===== config.mk =====
export PLATFORM = sky130hd
export DESIGN_NAME = tmm_machine
export DESIGN_NICKNAME = d
export VERILOG_FILES = /design/src/rtl/tmm_pkg.sv /design/src/rtl/tmm_wr_gate.sv /design/src/rtl/tmm_next_table.sv /design/src/rtl/tmm_out_table.sv /design/src/rtl/tmm_machine.sv
export SDC_FILE = /design/constraint.sdc
export NUM_CORES = 1
export LEC_CHECK = 0
export ABC_AREA = 1
export BUFFER_PORTS_ARGS = -buffer_cell sky130_fd_sc_hd__buf_2
export CORE_MARGIN = 4
export CORE_UTILIZATION = 35
export DETAILED_ROUTE_END_ITERATION = 8
export PLACE_DENSITY = 0.54
export SETUP_SLACK_MARGIN = 0.5
export SLEW_MARGIN = 20
export SYNTH_ARGS = -nofsm -noshare
export SYNTH_HDL_FRONTEND = slang
export SYNTH_SLANG_ARGS = --single-unit

===== constraint.sdc =====
create_clock -name clk -period 4.1 [get_ports clk]
set_clock_uncertainty 0.2 [all_clocks]
set_input_delay 0.205 -clock clk [delete_from_list [all_inputs] [get_ports clk]]
set_output_delay 0.205 -clock clk [all_outputs]
set_load 0.01 [all_outputs]

===== src/rtl/tmm_pkg.sv =====
// Shared definitions for the table-driven Moore machine.
// Assumes: nothing beyond IEEE 1800-2017.
package tmm_pkg;

    // Which table a write request targets.
    typedef enum logic {
        TBL_NEXT = 1'b0,
        TBL_OUT  = 1'b1
    } tbl_sel_e;

    // Code width for a given state count, never below one bit.
    function automatic int code_width(input int n);
        return (n > 1) ? $clog2(n) : 1;
    endfunction

endpackage


===== src/rtl/tmm_wr_gate.sv =====
// Write gate: turns a write request into per-table write strobes.
// Assumes: writes are legal only while the machine sits in reset, so a
// request arriving with rst_n high is dropped here.
module tmm_wr_gate
    import tmm_pkg::*;
(
    input  logic rst_n,
    input  logic wr_en,
    input  logic wr_sel,
    output logic ns_we,
    output logic out_we
);

    logic allowed;

    // Decode the request into one strobe per table, only during reset.
    always_comb begin
        allowed = wr_en && !rst_n;
        ns_we   = allowed && (tbl_sel_e'(wr_sel) == TBL_NEXT);
        out_we  = allowed && (tbl_sel_e'(wr_sel) == TBL_OUT);
    end

endmodule


===== src/rtl/tmm_next_table.sv =====
// Next-state memory and state register.
// The registered lookup of {state, symbol} is itself the current state.
// Assumes: the strobe 'we' is only raised while rst_n is low.
module tmm_next_table #(
    parameter int SW = 3,
    parameter int IW = 1
) (
    input  logic             clk,
    input  logic             rst_n,
    input  logic             en,
    input  logic [IW-1:0]    sym,
    input  logic             we,
    input  logic [SW+IW-1:0] waddr,
    input  logic [SW-1:0]    wdata,
    output logic [SW-1:0]    state_q,
    output logic [SW-1:0]    state_d
);

    localparam int AW    = SW + IW;
    localparam int DEPTH = 1 << AW;

    logic [SW-1:0] ns_mem [DEPTH];
    logic [AW-1:0] rd_addr;

    // Form the lookup address from the current state and the symbol.
    always_comb begin
        rd_addr = {state_q, sym};
        state_d = ns_mem[rd_addr];
    end

    // Table load port.
    always_ff @(posedge clk) begin
        if (we) begin
            ns_mem[waddr] <= wdata;
        end
    end

    // State register: the registered table read.
    always_ff @(posedge clk) begin
        if (!rst_n) begin
            state_q <= '0;
        end else if (en) begin
            state_q <= state_d;
        end
    end

    assert_reset_state_R1: assert property (@(posedge clk)
        !rst_n |=> state_q == '0);

    assert_hold_state_R4: assert property (@(posedge clk) disable iff (!rst_n)
        !en |=> $stable(state_q));

    assert_no_run_write_R6: assert property (@(posedge clk)
        we |-> !rst_n);

endmodule


===== src/rtl/tmm_out_table.sv =====
// Output table and registered output.
// The output register loads the entry of the state that the state register
// enters on the same edge, so output and state always agree.
// Assumes: 'we' only while rst_n is low; chk_* is a read-only side port.
module tmm_out_table #(
    parameter int SW = 3,
    parameter int OW = 2
) (
    input  logic          clk,
    input  logic          rst_n,
    input  logic          en,
    input  logic [SW-1:0] state_d,
    input  logic          we,
    input  logic [SW-1:0] waddr,
    input  logic [OW-1:0] wdata,
    input  logic [SW-1:0] chk_addr,
    output logic [OW-1:0] chk_data,
    output logic [OW-1:0] out_q
);

    localparam int DEPTH = 1 << SW;

    logic [OW-1:0] out_mem [DEPTH];

    // Side read used to compare the output against the current state.
    always_comb begin
        chk_data = out_mem[chk_addr];
    end

    // Table load port.
    always_ff @(posedge clk) begin
        if (we) begin
            out_mem[waddr] <= wdata;
        end
    end

    // Output register: entry of state 0 in reset, else of the entered state.
    always_ff @(posedge clk) begin
        if (!rst_n) begin
            out_q <= out_mem[0];
        end else if (en) begin
            out_q <= out_mem[state_d];
        end
    end

    assert_hold_out_R4: assert property (@(posedge clk) disable iff (!rst_n)
        !en |=> $stable(out_q));

endmodule


===== src/rtl/tmm_machine.sv =====
// Top of the table-driven registered Moore machine.
// Joins the write gate, the next-state memory and the output table.
// Assumes: tables are loaded during reset, and reset is held one cycle past
// the last write so the output register sees the new entry for state 0.
module tmm_machine
    import tmm_pkg::*;
#(
    parameter int NUM_STATES = 5,
    parameter int IN_BITS    = 1,
    parameter int OUT_BITS   = 2,
    localparam int SW        = code_width(NUM_STATES),
    localparam int AW        = SW + IN_BITS,
    localparam int DW        = (SW > OUT_BITS) ? SW : OUT_BITS
) (
    input  logic                clk,
    input  logic                rst_n,
    input  logic                en,
    input  logic [IN_BITS-1:0]  sym_in,
    output logic [OUT_BITS-1:0] out_word,
    input  logic                wr_en,
    input  logic                wr_sel,
    input  logic [AW-1:0]       wr_addr,
    input  logic [DW-1:0]       wr_data
);

    logic                ns_we;
    logic                out_we;
    logic [SW-1:0]       state_q;
    logic [SW-1:0]       state_d;
    logic [OUT_BITS-1:0] chk_data;
    logic [OUT_BITS-1:0] out_q;

    tmm_wr_gate u_gate (
        .rst_n  (rst_n),
        .wr_en  (wr_en),
        .wr_sel (wr_sel),
        .ns_we  (ns_we),
        .out_we (out_we)
    );

    tmm_next_table #(.SW(SW), .IW(IN_BITS)) u_next (
        .clk     (clk),
        .rst_n   (rst_n),
        .en      (en),
        .sym     (sym_in),
        .we      (ns_we),
        .waddr   (wr_addr),
        .wdata   (wr_data[SW-1:0]),
        .state_q (state_q),
        .state_d (state_d)
    );

    tmm_out_table #(.SW(SW), .OW(OUT_BITS)) u_out (
        .clk      (clk),
        .rst_n    (rst_n),
        .en       (en),
        .state_d  (state_d),
        .we       (out_we),
        .waddr    (wr_addr[AW-1:IN_BITS]),
        .wdata    (wr_data[OUT_BITS-1:0]),
        .chk_addr (state_q),
        .chk_data (chk_data),
        .out_q    (out_q)
    );

    // Drive the output port from the output register.
    always_comb begin
        out_word = out_q;
    end

    assert_out_matches_state_R3: assert property (@(posedge clk) disable iff (!rst_n)
        $past(rst_n) |-> out_q == chk_data);

    assert_one_table_R5: assert property (@(posedge clk)
        $onehot0({ns_we, out_we}));

endmodule


# After elaboration in Yosys (flattened, before gate mapping)
# Memories as Yosys holds them, arrays and structs flattened.
# Index checks and enable logic that the tools add are counted.
[word_totals]
register_bits = 5
ramBits = 64
in_bits = 13
output_inout_bits = 2
wordCells = 16
n_memories = 2
[mem_list]
columns = ["name", "words", "word_bits", "read_ports", "rd_clocked_by_memory_dff", "write_ports", "line", "text"]
rows = [
  ["u_next.ns_mem", 16, 3, 1, 0, 1, "tmm_next_table.sv:22", "logic [SW-1:0] ns_mem [DEPTH];"],
  ["u_out.out_mem", 8, 2, 2, 0, 1, "tmm_out_table.sv:23", "logic [OW-1:0] out_mem [DEPTH];"],
]
[classes]
eq_ne = 1
muxes = 6
bitwise_logic = 1
n_reduce_logical = 4
[op_table]
columns = ["operator", "count"]
rows = [
  ["2-to-1 mux 1 bit", 4],
  ["2-to-1 mux 2 bit", 2],
  ["logical AND 1 bit", 3],
  ["!= test 2 x 1 -> 1 bit, second input constant", 1],
  ["zero test 1 bit", 1],
  ["NOT 1 bit", 1],
]

# Depth between registers and ports, before layout
[logic_depth]
depth_word = 5
depth_mapped = 14
mapped_depth_nobuf = 12

# Modules after synthesis
# From an unflattened synthesis, not the netlist that was laid out.
[hier_totals]
hier_cells = 358
hier_area_um2 = 3278.1
[by_module_without_submodules]
columns = ["module", "n_inst", "cells_each", "area_each_um2", "seq_area_each_um2"]
rows = [
  ["tmm_next_table", 1, 232, 2269.7, 1501.4],
  ["tmm_out_table", 1, 121, 989.7, 540.5],
  ["tmm_wr_gate", 1, 5, 18.8, 0.0],
]

# Worst setup path before layout
# Ideal clock, no wire load.
[synth_timing]
path_kind = "reg2reg"
startpoint = "register u_next.state_q[0]"
endpoint = "register u_out.out_q[0], data pin"
setup_time_ns = 0.253
t_arrival_ns = 1.298
required_time_ns = 3.647
path_slack_ns = 2.349
stages_incl_launch_ff = 12
path_buffers = 1
synth_period_minus_slack_ns = 1.751
path_cell_list = "dfxtp_1 > inv_1 > buf_2 > nand3_1 > nand3_1 > nand3_4 > nand2_4 > nand2_1 > nand3_1 > nand3_1 > nand3_1 > nand2_1"
[synth_via]
elab_chain_len = 4
[synth_rtl]
columns = ["item", "line", "text"]
rows = [
  ["from (decl)", "tmm_next_table.sv:15", "output logic [SW-1:0] state_q,"],
  ["from (signal assigned)", "tmm_next_table.sv:43", "state_q <= state_d;"],
  ["memory (16 x 3 bit)", "-", ""],
  ["memory (8 x 2 bit)", "-", ""],
  ["2-to-1 mux 2 bit", "tmm_out_table.sv:41", "end else if (en) begin"],
  ["2-to-1 mux 2 bit", "tmm_out_table.sv:39", "if (!rst_n) begin"],
  ["to (signal assigned)", "tmm_out_table.sv:40", "out_q <= out_mem[0];"],
  ["to (signal assigned)", "tmm_out_table.sv:42", "out_q <= out_mem[state_d];"],
  ["to (decl)", "tmm_out_table.sv:18", "output logic [OW-1:0] out_q"],
]
# Every way passes these cells. The select of a mux whose other input is x is not followed.
# A chain may end at the register's enable or synchronous reset.

# Worst setup path after layout
[layout_timing]
startpoint = "register u_next.state_q[0]"
endpoint = "register u_next.state_q[0]"
[layout_via]
elab_chain_len = 1
[layout_rtl]
columns = ["item"]
rows = [
  ["memory (16 x 3 bit)"],
]
# Every way passes these cells.

==> flow_summary_export.csv <==
group,metric,value,unit
finish,multi_input_area,808.3,um2
worst_setup_path,slowest_delay,0.65,ns
logic_synthesis,synthMuxAreaShare,0,
finish,n_fill_cell,833,
logic_synthesis,syn_area,0.003044,mm2
flow_run,maxCapViolCount,0,
worst_setup_path,slowest_stage,"dfxtp_1",
hold_path,min_path_cells,1,
logic_synthesis,synth_xor_area_frac,0,
global_routing,grt_pass1_vias,1952,
clocking,clk_pin_slew_worst_paths,0.07,ns
clocking,cts_setup_buffers,0,
die,num_io_pins,15,
logic_synthesis,yosys.area_share.simple,0.2252,
worst_setup_path,path_buf_inv,2,
hold_path,min_path_type,"input port to flip-flop",
global_routing,grt_antenna_before_repair,0,
die,rows,33,
logic_synthesis,synth.distinct_cells,21,
clocking,htree_num_levels,3,
finish,drive_above_1_share,0.1186,
pwr,power.leakage,1.290,nW
worst_setup_path,cp_cell_sequence,"inv_1 > nand3_1 > nand3_1 > nand3_4 > nand2_4 > nand3_1 > dlygate4sd3_1 > o21ai_0",
global_routing,groute.usage.overall,0.1334,
timing,finalSetupTns,0,ns
logic_synthesis,syn_inst,286,
global_routing,grt_pass1_wl,10100,um
worst_setup_path,reg2reg_depth,8,
logic_synthesis,ys_ff_latch,69,
clocking,cts_tree,"done",
worst_setup_path,crit_required,4.11,ns
logic_synthesis,yosysSeqAreaShare,0.6708,
detailed_routing,dr.pass1.iters,4,
worst_setup_path,critPathLaunchType,"flip-flop",
die,fp.dieArea,0.01025,mm2
pwr,peakVddDrop,0.0001824,V
detailed_routing,wl_per_cell,14.78,um
finish,n_antenna_cell,0,
hold_path,hp-start,"wr_data[2]",
clocking,insertion_delay,0.34,ns
worst_setup_path,crit_family,"buffers and inverters",
place,portBuffers,14,
clocking,root_buffer,"clkbuf_8",
place,post-dp-hpwl,4439,um
worst_setup_path,crit_path_frequent_cell,"nand3_1",
timing,timing.hold.ws,0.06581,ns
die,start_util,0.3650,
die,die_h,101.3,um
timing,max-slew-margin-rel,0.6504,
clocking,cts_buffers,9,
logic_synthesis,ys_warn_count,0,
pwr,p_per_area,438.8,mW/mm2
logic_synthesis,synth_top_family_by_area,"simple AND/OR/NAND/NOR gates",
detailed_routing,postRouteAntennaNets,0,
global_routing,grt_overflow_total,0,
timing,rsz0062_at_grt,"false",
timing,setup_violations,0,
detailed_routing,vias,1963,
detailed_routing,wirelength,6162,um
timing,final-max-slew-violation-count,0,
logic_synthesis,syn_nets,299,
place,placedCellCount,398,
worst_setup_path,path_max_fanout,14,
logic_synthesis,yosys.area_share.adder,0,
place,place.gp.congestion,0.8262,
run_status,outcome,"complete, no violations",
die,die_width,101.3,um
worst_setup_path,path_class,"flip-flop to flip-flop",
global_routing,grt_max_degree,28,
timing,worstMarginPinSlew,0.5237,ns
clocking,cts.sink_count,69,
timing,hold_viol,0,
worst_setup_path,reg2reg_slack,1.45,ns
finish,layout_common_cells,"edfxtp_1, nand2_1, nor2_1, nand3_1, inv_1",
finish,layout.cells.most_common,"edfxtp_1",
worst_setup_path,arrival,2.66,ns
worst_setup_path,crit_path_end_kind,"flip-flop",
finish,layout.area.seq,0.002042,mm2
detailed_routing,drc_errors,0,
logic_synthesis,synth_compound_area_frac,0.04028,
clocking,cts_buffer_depth,2,
worst_setup_path,timing.rr.end,"u_next.state_q[0]$_SDFFE_PN0P_",
detailed_routing,drt_iter0_markers,141,
finish,num-nets-final,320,
timing,timing.final.crit_share,0.6464,
worst_setup_path,r2r-start,"u_next.state_q[0]$_SDFFE_PN0P_",
die,core,0.008341,mm2
finish,layout.cells.non_filler,417,
timing,period_needed,2.650,ns
detailed_routing,viasPerCell,4.707,
hold_path,hold-path-endpoint,"u_next.ns_mem[5][2]$_DFFE_PP_",
timing,fmax,377.3,MHz
clocking,cts_resized,0,
logic_synthesis,avgSynthCellArea,10.64,um2
finish,area_delta_synth_final,12.08,%
[state kept, by name (all words and copies together) (netlist names)]
name,cells
u_out.out_q,2
u_out.out_mem,16
u_next.ns_mem,48
u_next.state_q,3
[worst max-delay path by stage]
stage / from / to / depth (start not counted)
2_1_floorplan: u_next.state_q[0]$_SDFFE_PN0P_ / u_out.out_q[0]$_DFFE_PP_ / 11
3_3_place_gp: u_next.state_q[0]$_SDFFE_PN0P_ / u_out.out_q[0]$_DFFE_PP_ / 11
3_5_place_dp: u_next.state_q[0]$_SDFFE_PN0P_ / u_out.out_q[1]$_DFFE_PP_ / 11
4_1_cts: u_next.state_q[0]$_SDFFE_PN0P_ / u_next.state_q[0]$_SDFFE_PN0P_ / 8
5_1_grt: u_next.state_q[0]$_SDFFE_PN0P_ / u_next.state_q[0]$_SDFFE_PN0P_ / 8
6_report: u_next.state_q[0]$_SDFFE_PN0P_ / u_next.state_q[0]$_SDFFE_PN0P_ / 8
[where the power goes]
part	total, mW	switching (mW)	internal, mW
sequential	0.797	0.0122	0.785
combinational	0.173	0.116	0.0576
clock	0.527	0.248	0.279
[metrics by stage]
stage               cell area [um2]  utilization  setup WS [ns]  total power [mW]
global route                   3412       0.4091          1.318             1.575
global placement               3193       0.3828          1.757            0.9835
CTS                            3412       0.4091          1.439             1.511
detailed placement             3193       0.3828          1.728            0.9845
floorplan                      3044            -          2.349            0.9325
finish                         3412       0.4091          1.450             1.497
[synth_stat cells]
cell type,instances,area (um2)
inv_1,35,131.4
a21oi_1,1,5.000
o22ai_1,2,12.51
buf_6,2,22.52
buf_2,3,15.01
nand2_1,53,198.9
o21ai_0,15,75.07
o211ai_1,4,30.03
inv_2,1,3.750
nor2_1,48,180.2
nand3_4,2,35.03
or2_2,1,6.260
dfxtp_1,3,60.06
nand2_2,3,18.77
buf_4,2,15.01
nand3_1,36,180.2
nand2_4,1,11.26
nand3_2,1,10.01
edfxtp_1,66,1982
inv_4,1,6.260
nand3b_1,6,45.04
[final cells by class]
type	count	share of cell area
clock inverter	6	0.01797
clock buffer	10	0.03740
tap	105	0.03850
timing repair buffer	17	0.02934
inverter	37	0.04144
sequential	69	0.5985
multi-input combinational	173	0.2369
[cells by family after synthesis]
group                  count (synthesis)
and+or+nand+nor                      151
DFF                                   69
buffers and inverters                 44
AOI/OAI and AO/OA                     22
[layer usage]
metal  vias to the layer above  routed length, um  track usage
li1                       1003                  -            -
met1                       912               2892       0.1741
met2                        42               2959       0.2072
met3                         6                238      0.03444
met4                         0                 72      0.06442
met5                         -                  0            0
[repair_timing]
item / CTS / global route
endpoints found under the setup margin: 0 / 0
hold buffers: 3 / 0
endpoints found under the hold margin: 3 / 0
No activity file was read; power rests on OpenSTA's default activity.
